## src/rtl/cpSeqPkg.sv

```systemverilog
package cpSeqPkg;

  typedef enum logic [2:0] {
    PH_IDLE,
    PH_CHARGE,
    PH_GAP_AB,
    PH_XFER,
    PH_GAP_BA
  } phaseE;

  typedef struct packed {
    logic loadSlot;
    logic loadGap;
    logic ssRun;
  } seqStrobeT;

endpackage

```

## src/rtl/cpSeqDatapath.sv

```systemverilog
module cpSeqDatapath
  import cpSeqPkg::*;
#(
  parameter int PHASE_CYC = 22,
  parameter int SOFT_CYC  = 60000,
  parameter int DEAD_W    = 4
) (
  input  logic              clk,
  input  logic              rstN,
  input  seqStrobeT         strobe,
  input  logic [DEAD_W-1:0] deadCycles,
  output logic              slotDone,
  output logic              softDone
);

  localparam int SLOT_W = $clog2(PHASE_CYC + 1);
  localparam int CNT_W  = (SLOT_W > DEAD_W) ? SLOT_W : DEAD_W;
  localparam int SS_W   = $clog2(SOFT_CYC + 1);

  logic [CNT_W-1:0] slotCnt;
  logic [CNT_W-1:0] gapLoad;
  logic [SS_W-1:0]  ssCnt;

  // a zero dead setting still yields one idle cycle
  assign gapLoad = (deadCycles == '0) ? '0 : (CNT_W'(deadCycles) - CNT_W'(1));

  always_ff @(posedge clk or negedge rstN) begin
    if (!rstN) begin
      slotCnt <= '0;
    end else if (strobe.loadSlot) begin
      slotCnt <= CNT_W'(PHASE_CYC - 1);
    end else if (strobe.loadGap) begin
      slotCnt <= gapLoad;
    end else if (slotCnt != '0) begin
      slotCnt <= slotCnt - CNT_W'(1);
    end
  end

  assign slotDone = (slotCnt == '0);

  always_ff @(posedge clk or negedge rstN) begin
    if (!rstN) begin
      ssCnt <= '0;
    end else if (!strobe.ssRun) begin
      ssCnt <= '0;
    end else if (ssCnt != SS_W'(SOFT_CYC)) begin
      ssCnt <= ssCnt + SS_W'(1);
    end
  end

  assign softDone = (ssCnt == SS_W'(SOFT_CYC));

  // once finished, soft start stays finished while running
  assert_soft_sticky_R5: assert property (@(posedge clk) disable iff (!rstN)
    (softDone && strobe.ssRun) |=> softDone);

  // a stop clears the timer
  assert_soft_clear_R6: assert property (@(posedge clk) disable iff (!rstN)
    !strobe.ssRun |=> !softDone);

endmodule

```

## src/rtl/cpSeqControl.sv

```systemverilog
module cpSeqControl
  import cpSeqPkg::*;
#(
  parameter int PHASE_CYC = 22
) (
  input  logic      clk,
  input  logic      rstN,
  input  logic      enable,
  input  logic      vddHigh,
  input  logic      ovpFlag,
  input  logic      slotDone,
  output seqStrobeT strobe,
  output logic      chargeEn,
  output logic      transferEn
);

  phaseE phase;
  logic  skipXfer;

  always_ff @(posedge clk or negedge rstN) begin
    if (!rstN) begin
      phase    <= PH_IDLE;
      skipXfer <= 1'b0;
    end else if (!enable) begin
      phase    <= PH_IDLE;
      skipXfer <= 1'b0;
    end else begin
      unique case (phase)
        PH_IDLE:   phase <= PH_CHARGE;
        PH_CHARGE: if (slotDone) phase <= PH_GAP_AB;
        PH_GAP_AB: if (slotDone) begin
                     phase    <= PH_XFER;
                     skipXfer <= vddHigh & ovpFlag;
                   end
        PH_XFER:   if (slotDone) phase <= PH_GAP_BA;
        PH_GAP_BA: if (slotDone) phase <= PH_CHARGE;
        default:   phase <= PH_IDLE;
      endcase
    end
  end

  always_comb begin
    strobe.ssRun    = enable;
    strobe.loadSlot = enable && ((phase == PH_IDLE) ||
                      (slotDone && (phase == PH_GAP_AB || phase == PH_GAP_BA)));
    strobe.loadGap  = enable && slotDone &&
                      (phase == PH_CHARGE || phase == PH_XFER);
  end

  assign chargeEn   = enable && (phase == PH_CHARGE);
  assign transferEn = enable && (phase == PH_XFER) && !skipXfer;

  assert_no_overlap_R1: assert property (@(posedge clk) disable iff (!rstN)
    !(chargeEn && transferEn));

  assert_gap_after_charge_R3: assert property (@(posedge clk) disable iff (!rstN)
    $fell(chargeEn) |-> !transferEn);

  assert_gap_after_xfer_R3: assert property (@(posedge clk) disable iff (!rstN)
    $fell(transferEn) |-> !chargeEn);

  // first edge with enable high starts a charge slot
  assert_start_charge_R4: assert property (@(posedge clk) disable iff (!rstN)
    $rose(enable) |=> (chargeEn || !enable));

  generate
    if (PHASE_CYC > 1) begin : g_holdChk
      // a transfer pulse, once started, is not cut short by the flag
      assert_xfer_hold_R9: assert property (@(posedge clk) disable iff (!rstN)
        $rose(transferEn) |=> (transferEn || !enable));
    end
  endgenerate

endmodule

```

## src/rtl/cpPhaseSeq.sv

```systemverilog
module cpPhaseSeq
  import cpSeqPkg::*;
#(
  parameter int PHASE_CYC = 22,
  parameter int SOFT_CYC  = 60000,
  parameter int DEAD_W    = 4
) (
  input  logic              clk,
  input  logic              rstN,
  input  logic              enable,
  input  logic              vddHigh,
  input  logic              ovpFlag,
  input  logic [DEAD_W-1:0] deadCycles,
  output logic              chargeEn,
  output logic              transferEn,
  output logic              softStart,
  output logic              ready
);

  seqStrobeT strobe;
  logic      slotDone;
  logic      softDone;

  cpSeqControl #(.PHASE_CYC(PHASE_CYC)) i_control (
    .clk        (clk),
    .rstN       (rstN),
    .enable     (enable),
    .vddHigh    (vddHigh),
    .ovpFlag    (ovpFlag),
    .slotDone   (slotDone),
    .strobe     (strobe),
    .chargeEn   (chargeEn),
    .transferEn (transferEn)
  );

  cpSeqDatapath #(
    .PHASE_CYC (PHASE_CYC),
    .SOFT_CYC  (SOFT_CYC),
    .DEAD_W    (DEAD_W)
  ) i_datapath (
    .clk        (clk),
    .rstN       (rstN),
    .strobe     (strobe),
    .deadCycles (deadCycles),
    .slotDone   (slotDone),
    .softDone   (softDone)
  );

  assign softStart = enable && !softDone;
  assign ready     = enable && softDone;

  assert_ready_needs_enable_R5: assert property (@(posedge clk) disable iff (!rstN)
    $rose(ready) |-> $past(enable));

endmodule

```

## config.mk

```make
export PLATFORM = sky130hd
export DESIGN_NAME = cpPhaseSeq
export DESIGN_NICKNAME = d
export VERILOG_FILES = /design/src/rtl/cpSeqPkg.sv /design/src/rtl/cpSeqDatapath.sv /design/src/rtl/cpSeqControl.sv /design/src/rtl/cpPhaseSeq.sv
export SDC_FILE = /design/constraint.sdc
export NUM_CORES = 1
export LEC_CHECK = 0
export ABC_AREA = 1
export BUFFER_PORTS_ARGS = -buffer_cell sky130_fd_sc_hd__buf_2
export CORE_UTILIZATION = 59
export DETAILED_ROUTE_END_ITERATION = 8
export PLACE_DENSITY = 0.87
export SLEW_MARGIN = 0
export SYNTH_ARGS = -nofsm -noshare
export SYNTH_HDL_FRONTEND = slang
export SYNTH_SLANG_ARGS = --single-unit
```

## constraint.sdc

```tcl
create_clock -name clk -period 1.47 [get_ports clk]
set_input_delay 0.294 -clock clk [delete_from_list [all_inputs] [get_ports clk]]
set_output_delay 0.294 -clock clk [all_outputs]
set_load 0.05 [all_outputs]
```

* Yosys cells after proc, flatten, opt, wreduce, memory -nomap -nowiden
Index checks and enable logic that the tools add are counted.
** Word-level totals
- Register bits :: 25
- Output and inout bits :: 4
- Input bits :: 9
** Operators by class
- Reduce and logical (&&, ||, !) cells :: 21
- $add $sub $neg :: 3
- Mux-type cells :: 15
- Bitwise operators :: 1
- Equal/unequal tests :: 13
** Operators with widths (count)
- 2-to-1 mux 16 bit :: 2
- 2-to-1 mux 5 bit :: 4
- adder 16 x 1 -> 16 bit, second input constant :: 1
- == test 16 bit, second input constant :: 1
- != test 16 bit, second input constant :: 1
- 2-to-1 mux 3 bit :: 5
- one-hot mux 3 bit (5 select lines) :: 1
- != test 3 x 2 -> 1 bit, second input constant :: 4
- logical AND 1 bit :: 9
- == test 3 x 2 -> 1 bit, second input constant :: 2
- != test 2 x 1 -> 1 bit, second input constant :: 3
- logical NOT 5 bit :: 1
- nonzero test 5 bit :: 1
- subtractor 4 x 1 -> 5 bit, second input constant :: 1
- subtractor 5 x 1 -> 5 bit, second input constant :: 1
- logical NOT 4 bit :: 1
- AND reduction 4 bit :: 1
- == test 3 x 1 -> 1 bit, second input constant :: 1
- == test 3 bit, second input constant :: 1
- logical NOT 3 bit :: 1
- logical OR 1 bit :: 3
- 2-to-1 mux 1 bit :: 3
- nonzero test 3 bit :: 1
- logical NOT 1 bit :: 2
- 2 further kinds :: 2

* Longest topological paths before layout
- Word-level depth :: 6
- Depth in mapped cells :: 9

* Modules after synthesis
From an unflattened synthesis, not the netlist that was laid out.
** Unflattened totals
- Cell total of the unflattened synthesis :: 257
- Area total of the unflattened synthesis :: 1712.9 µm²
** Modules (own cells, without submodules)
- cpSeqDatapath :: sequential area each 525.5 µm², area each 1407.6 µm², times used 1, cells an instance 209
- cpSeqControl :: sequential area each 100.1 µm², area each 287.8 µm², times used 1, cells an instance 44
- cpPhaseSeq :: sequential area each 0.0 µm², area each 17.5 µm², times used 1, cells an instance 4

* Worst setup path after synthesis
No wires, ideal clock.
- Kind :: reg-to-output
- From :: reg i_datapath.ssCnt[0]
- To :: out softStart
- Data arrival time :: 1.542 ns
- Buffers on the path :: 0
- Stages on the path, launching flop included :: 6
- Path slack :: -0.366 ns
- Cell sequence :: dfrtp_1 inv_1 ha_1 nand3_1 nor2_1 a21oi_1
** Between the ends
- Cells in the longest elaborated chain, start to end :: 3
** RTL lines
- from (decl) :: line cpSeqDatapath.sv:22 : logic [SS_W-1:0] ssCnt;
- from (signal assigned) :: line cpSeqDatapath.sv:47 : ssCnt <= ssCnt + SS_W'(1);
- == test 16 bit :: line cpSeqDatapath.sv:51 : assign softDone = (ssCnt == SS_W'(SOFT_CYC));
- logical NOT 1 bit :: line cpPhaseSeq.sv:49 : assign softStart = enable && !softDone;
- logical AND 1 bit :: line cpPhaseSeq.sv:49
- to (decl) :: line cpPhaseSeq.sv:16 : output logic softStart,
Every way passes these cells.

* Worst setup path in the final report
- From :: reg i_datapath.ssCnt[1]
- To :: out ready
** Between the ends
- Cells in the longest elaborated chain, start to end :: 2
** RTL lines
- == test 16 bit :: line cpSeqDatapath.sv:51
- logical AND 1 bit :: line cpPhaseSeq.sv:50 : assign ready = enable && softDone;
- to (decl) :: line cpPhaseSeq.sv:17 : output logic ready
Every way passes these cells.

==> results.md <==
* Skew-Pair Late Insertion Delay at 0.32 ns
* RePlAce Congestion at 0.861
* HPWL after DPL at 2700 µm
* Leading area contributor after synthesis: dfrtp_1
* Synth top cells by count: 67 x nand2_1, 33 x nor2_1, 32 x inv_1
* Worst setup path class: reg -> out
* CTS tree: yes
* DR iter-0 viols at 103
* Post-synth top flop: dfrtp_1
* CP Cell Sequence: inv_2 -> ha_4 -> nand3_2 -> nor2_2 -> nand3_2 -> nor2_4 -> buf_6
* DR DRC count at 0
* Top Ports at 13
* RSZ-0062 raised after global routing: true
* Failing checks: setup timing
* Synth unique cells at 27
* Drt wl/cell at 16.4 µm
* Drt pass-1 iters at 5
* CTS Sinks at 25
* H-tree levels at 1
* Critical Path End Type: primary output
* Routed Wire Length at between 5000 and 6000 µm
* Crit path largest cell delay at 0.43 ns
* Min Hold Slack at between 0.2 and 0.3 ns
* Slew margin rel. at approximately three fifths
* Yosys top cell area share at 39.3%
* Setup ws final at -0.407 ns
* Register area share after synthesis at 39.3%
* Num CTS Buffers at 3
* Worst-path fanout max at 2
* Filler cells at around 130
* Full die area at 2910 µm²
* Synth Instances at 232
* Core Region at ~2500 µm²
* Initial Util at between 60% and 70%
* Post-synth EDFFs at 0
* Most frequent cell after synthesis: nand2_1
* Chip width at 54.0 µm
* PwrDens at 1020 nW/µm²
* Die Ht at 54.0 µm
* Tmin final at 1.88 ns
* Final ANT Viol Nets at 0
* Async SR Flop Fraction at 100%
* Global-route wire length before repair at 7160 µm
* Bufs and invs on worst path at 2
* Slew @ Worst Pin at 0.579 ns
* Hold/Removal Path Class: in -> reg
* Synthesized flop and latch total at 25
* Pre-CTS setup slack at -0.0812 ns
* Fin nets at approximately 290
* Vias per cell at 6.08
* Slew Viols, Final at 0
* Critical Path RT at about 1.2 ns
* Count of final hold-check violations at 0
* ANT cells at 0
* Ys Warns at 0
* Peak VDD IR at 1260 µV
* Cell Rows at 18
* Fin Setup TNS at -1.20 ns
* # port buffers at 12
* GR Overflow Total at 0
* Highest clock rate at 533 MHz
* LEAKAGE at 1.05 nW
* Most used cell, CP: nand3_2
* Final period utilization at 128%
* Outcome: finished, violations left
* Via count at ~1.9k
* All-Layer GR Usage at between 30 and 40%
* Layout cells sized above 1 at 32.1%
* Layout area overhead at 34.3%
* CP startpoint kind: flip-flop
* Max Root-Sink Buffers at 2
* Antenna violations before repair at 0
* Pin count of the biggest net entering global routing at 26
* Worst path slowest cell: dfrtp_1
* Top Family by Delay on Critical Path: simple AND/OR/NAND/NOR gates
* Worst-path clk slew at 0.14 ns
* Mean area per synthesized cell at 6.87 µm²
* Root Buffer: clkbuf_4
* Vias in the first global route at 1,581
* WP data arrival at 1.58 ns
* Syn nets at 244
* # Max-Cap Violations at 0
* Clk_skew at 0.00434 ns
* Setup-failing EPs final at 4
* Synth top area cells: dfrtp_1 39%, nand2_1 16%, nor2_1 7.8%
* Mapped cell area at 1590 µm²
==> registers in the layout, summed over array words and instances, names as in the netlist <==
signal              cells
i_control.skipXfer      1
i_datapath.ssCnt       16
i_datapath.slotCnt      5
i_control.phase         3
==> what timing repair did <==
item / 4_1_cts / 5_1_grt
hold buffers: 1 / 0
setup endpoints to repair: 5 / 22
endpoints found under the hold margin: 25 / 0
gates resized for setup: 23 / 24
pin swaps: 7 / 6
buffers inserted: 7 / 3
==> area by class of cell <==
| type | instances | area, µm² | share of cell area (%) |
|---|---|---|---|
| multi-input cells | 171 | 958 | 44.8 |
| flip-flops and latches | 25 | 627 | 29.3 |
| repair buffers | 46 | 358 | 16.7 |
| inverters | 34 | 133 | 6.20 |
| well taps | 30 | 37.5 | 1.75 |
| clock buffers | 4 | 26.3 | 1.23 |
==> tightest hold or removal path: stages <==
cell	delay (ns)
buf_2	0.10
nand3_1	0.07
o21ai_0	0.10
==> logic make-up after synthesis <==
| group | after synthesis | synth area share [%] |
|---|---|---|
| and+or+nand+nor | 139 | 39.1 |
| buffers and inverters | 36 | 9.35 |
| AOI/OAI and AO/OA | 27 | 8.80 |
| DFF | 25 | 39.3 |
| adders and majority gates | 3 | 2.36 |
| xor gates and xnor gates | 2 | 1.10 |
==> metal layers <==
layer / track usage (%) / wire length, µm
met5: 0 / 0
met4: 19.7 / 259
met3: 9.32 / 474
met2: 53.7 / 2450
met1: 45.3 / 1900
==> final timing paths <==
check / from / end / slack (ns) / cells after the start
worst max-delay path: i_datapath.ssCnt[1]$_DFFE_PN0N_ / ready / -0.41 / 7
worst max register to register: i_datapath.ssCnt[4]$_DFFE_PN0N_ / i_datapath.ssCnt[0]$_DFFE_PN0N_ / 0.03 / 8
worst min-delay path: vddHigh / i_control.skipXfer$_DFFE_PN0P_ / 0.28 / 3
worst min register to register: i_datapath.ssCnt[11]$_DFFE_PN0N_ / i_datapath.ssCnt[11]$_DFFE_PN0N_ / 0.57 / 2
min in group asynchronous: rstN / i_datapath.ssCnt[4]$_DFFE_PN0N_ / 0.48 / 2
max in group asynchronous: rstN / i_control.phase[1]$_DFFE_PN0P_ / 0.58 / 2
==> layout by cell type, fill, tap and decap left out, types with 5 or more instances in the layout <==
master / Yosys / routed
a21oi_1: 12 / 10
nor3_1: 5 / 5
dfrtp_1: 25 / 24
nand4_1: 6 / 6
nor2_1: 33 / 23
nand3_1: 15 / 13
nor2_4: 2 / 6
buf_4: 1 / 31
buf_2: 0 / 8
nand2_1: 67 / 64
o21ai_0: 11 / 11
nor2_2: 2 / 8
inv_1: 32 / 24
inv_2: 2 / 8
==> through the flow <==
stage	area [µm²]	power (mW)	cells	util, %
2_1_floorplan	1620	1.37	232	-
3_3_place_gp	1880	1.50	296	74.5
3_5_place_dp	1880	1.53	296	74.5
4_1_cts	2030	1.94	308	80.5
5_1_grt	2140	2.34	310	84.8
6_report	2140	2.19	310	84.8
==> where the power goes <==
group / total (mW) / switching, mW / internal, mW / leakage, nW
Clock: 0.319 / 0.213 / 0.106 / 0.0150
Combinational: 0.958 / 0.572 / 0.386 / 0.700
Sequential: 0.910 / 0.122 / 0.788 / 0.331
Power figures use the tool's default switching activity.
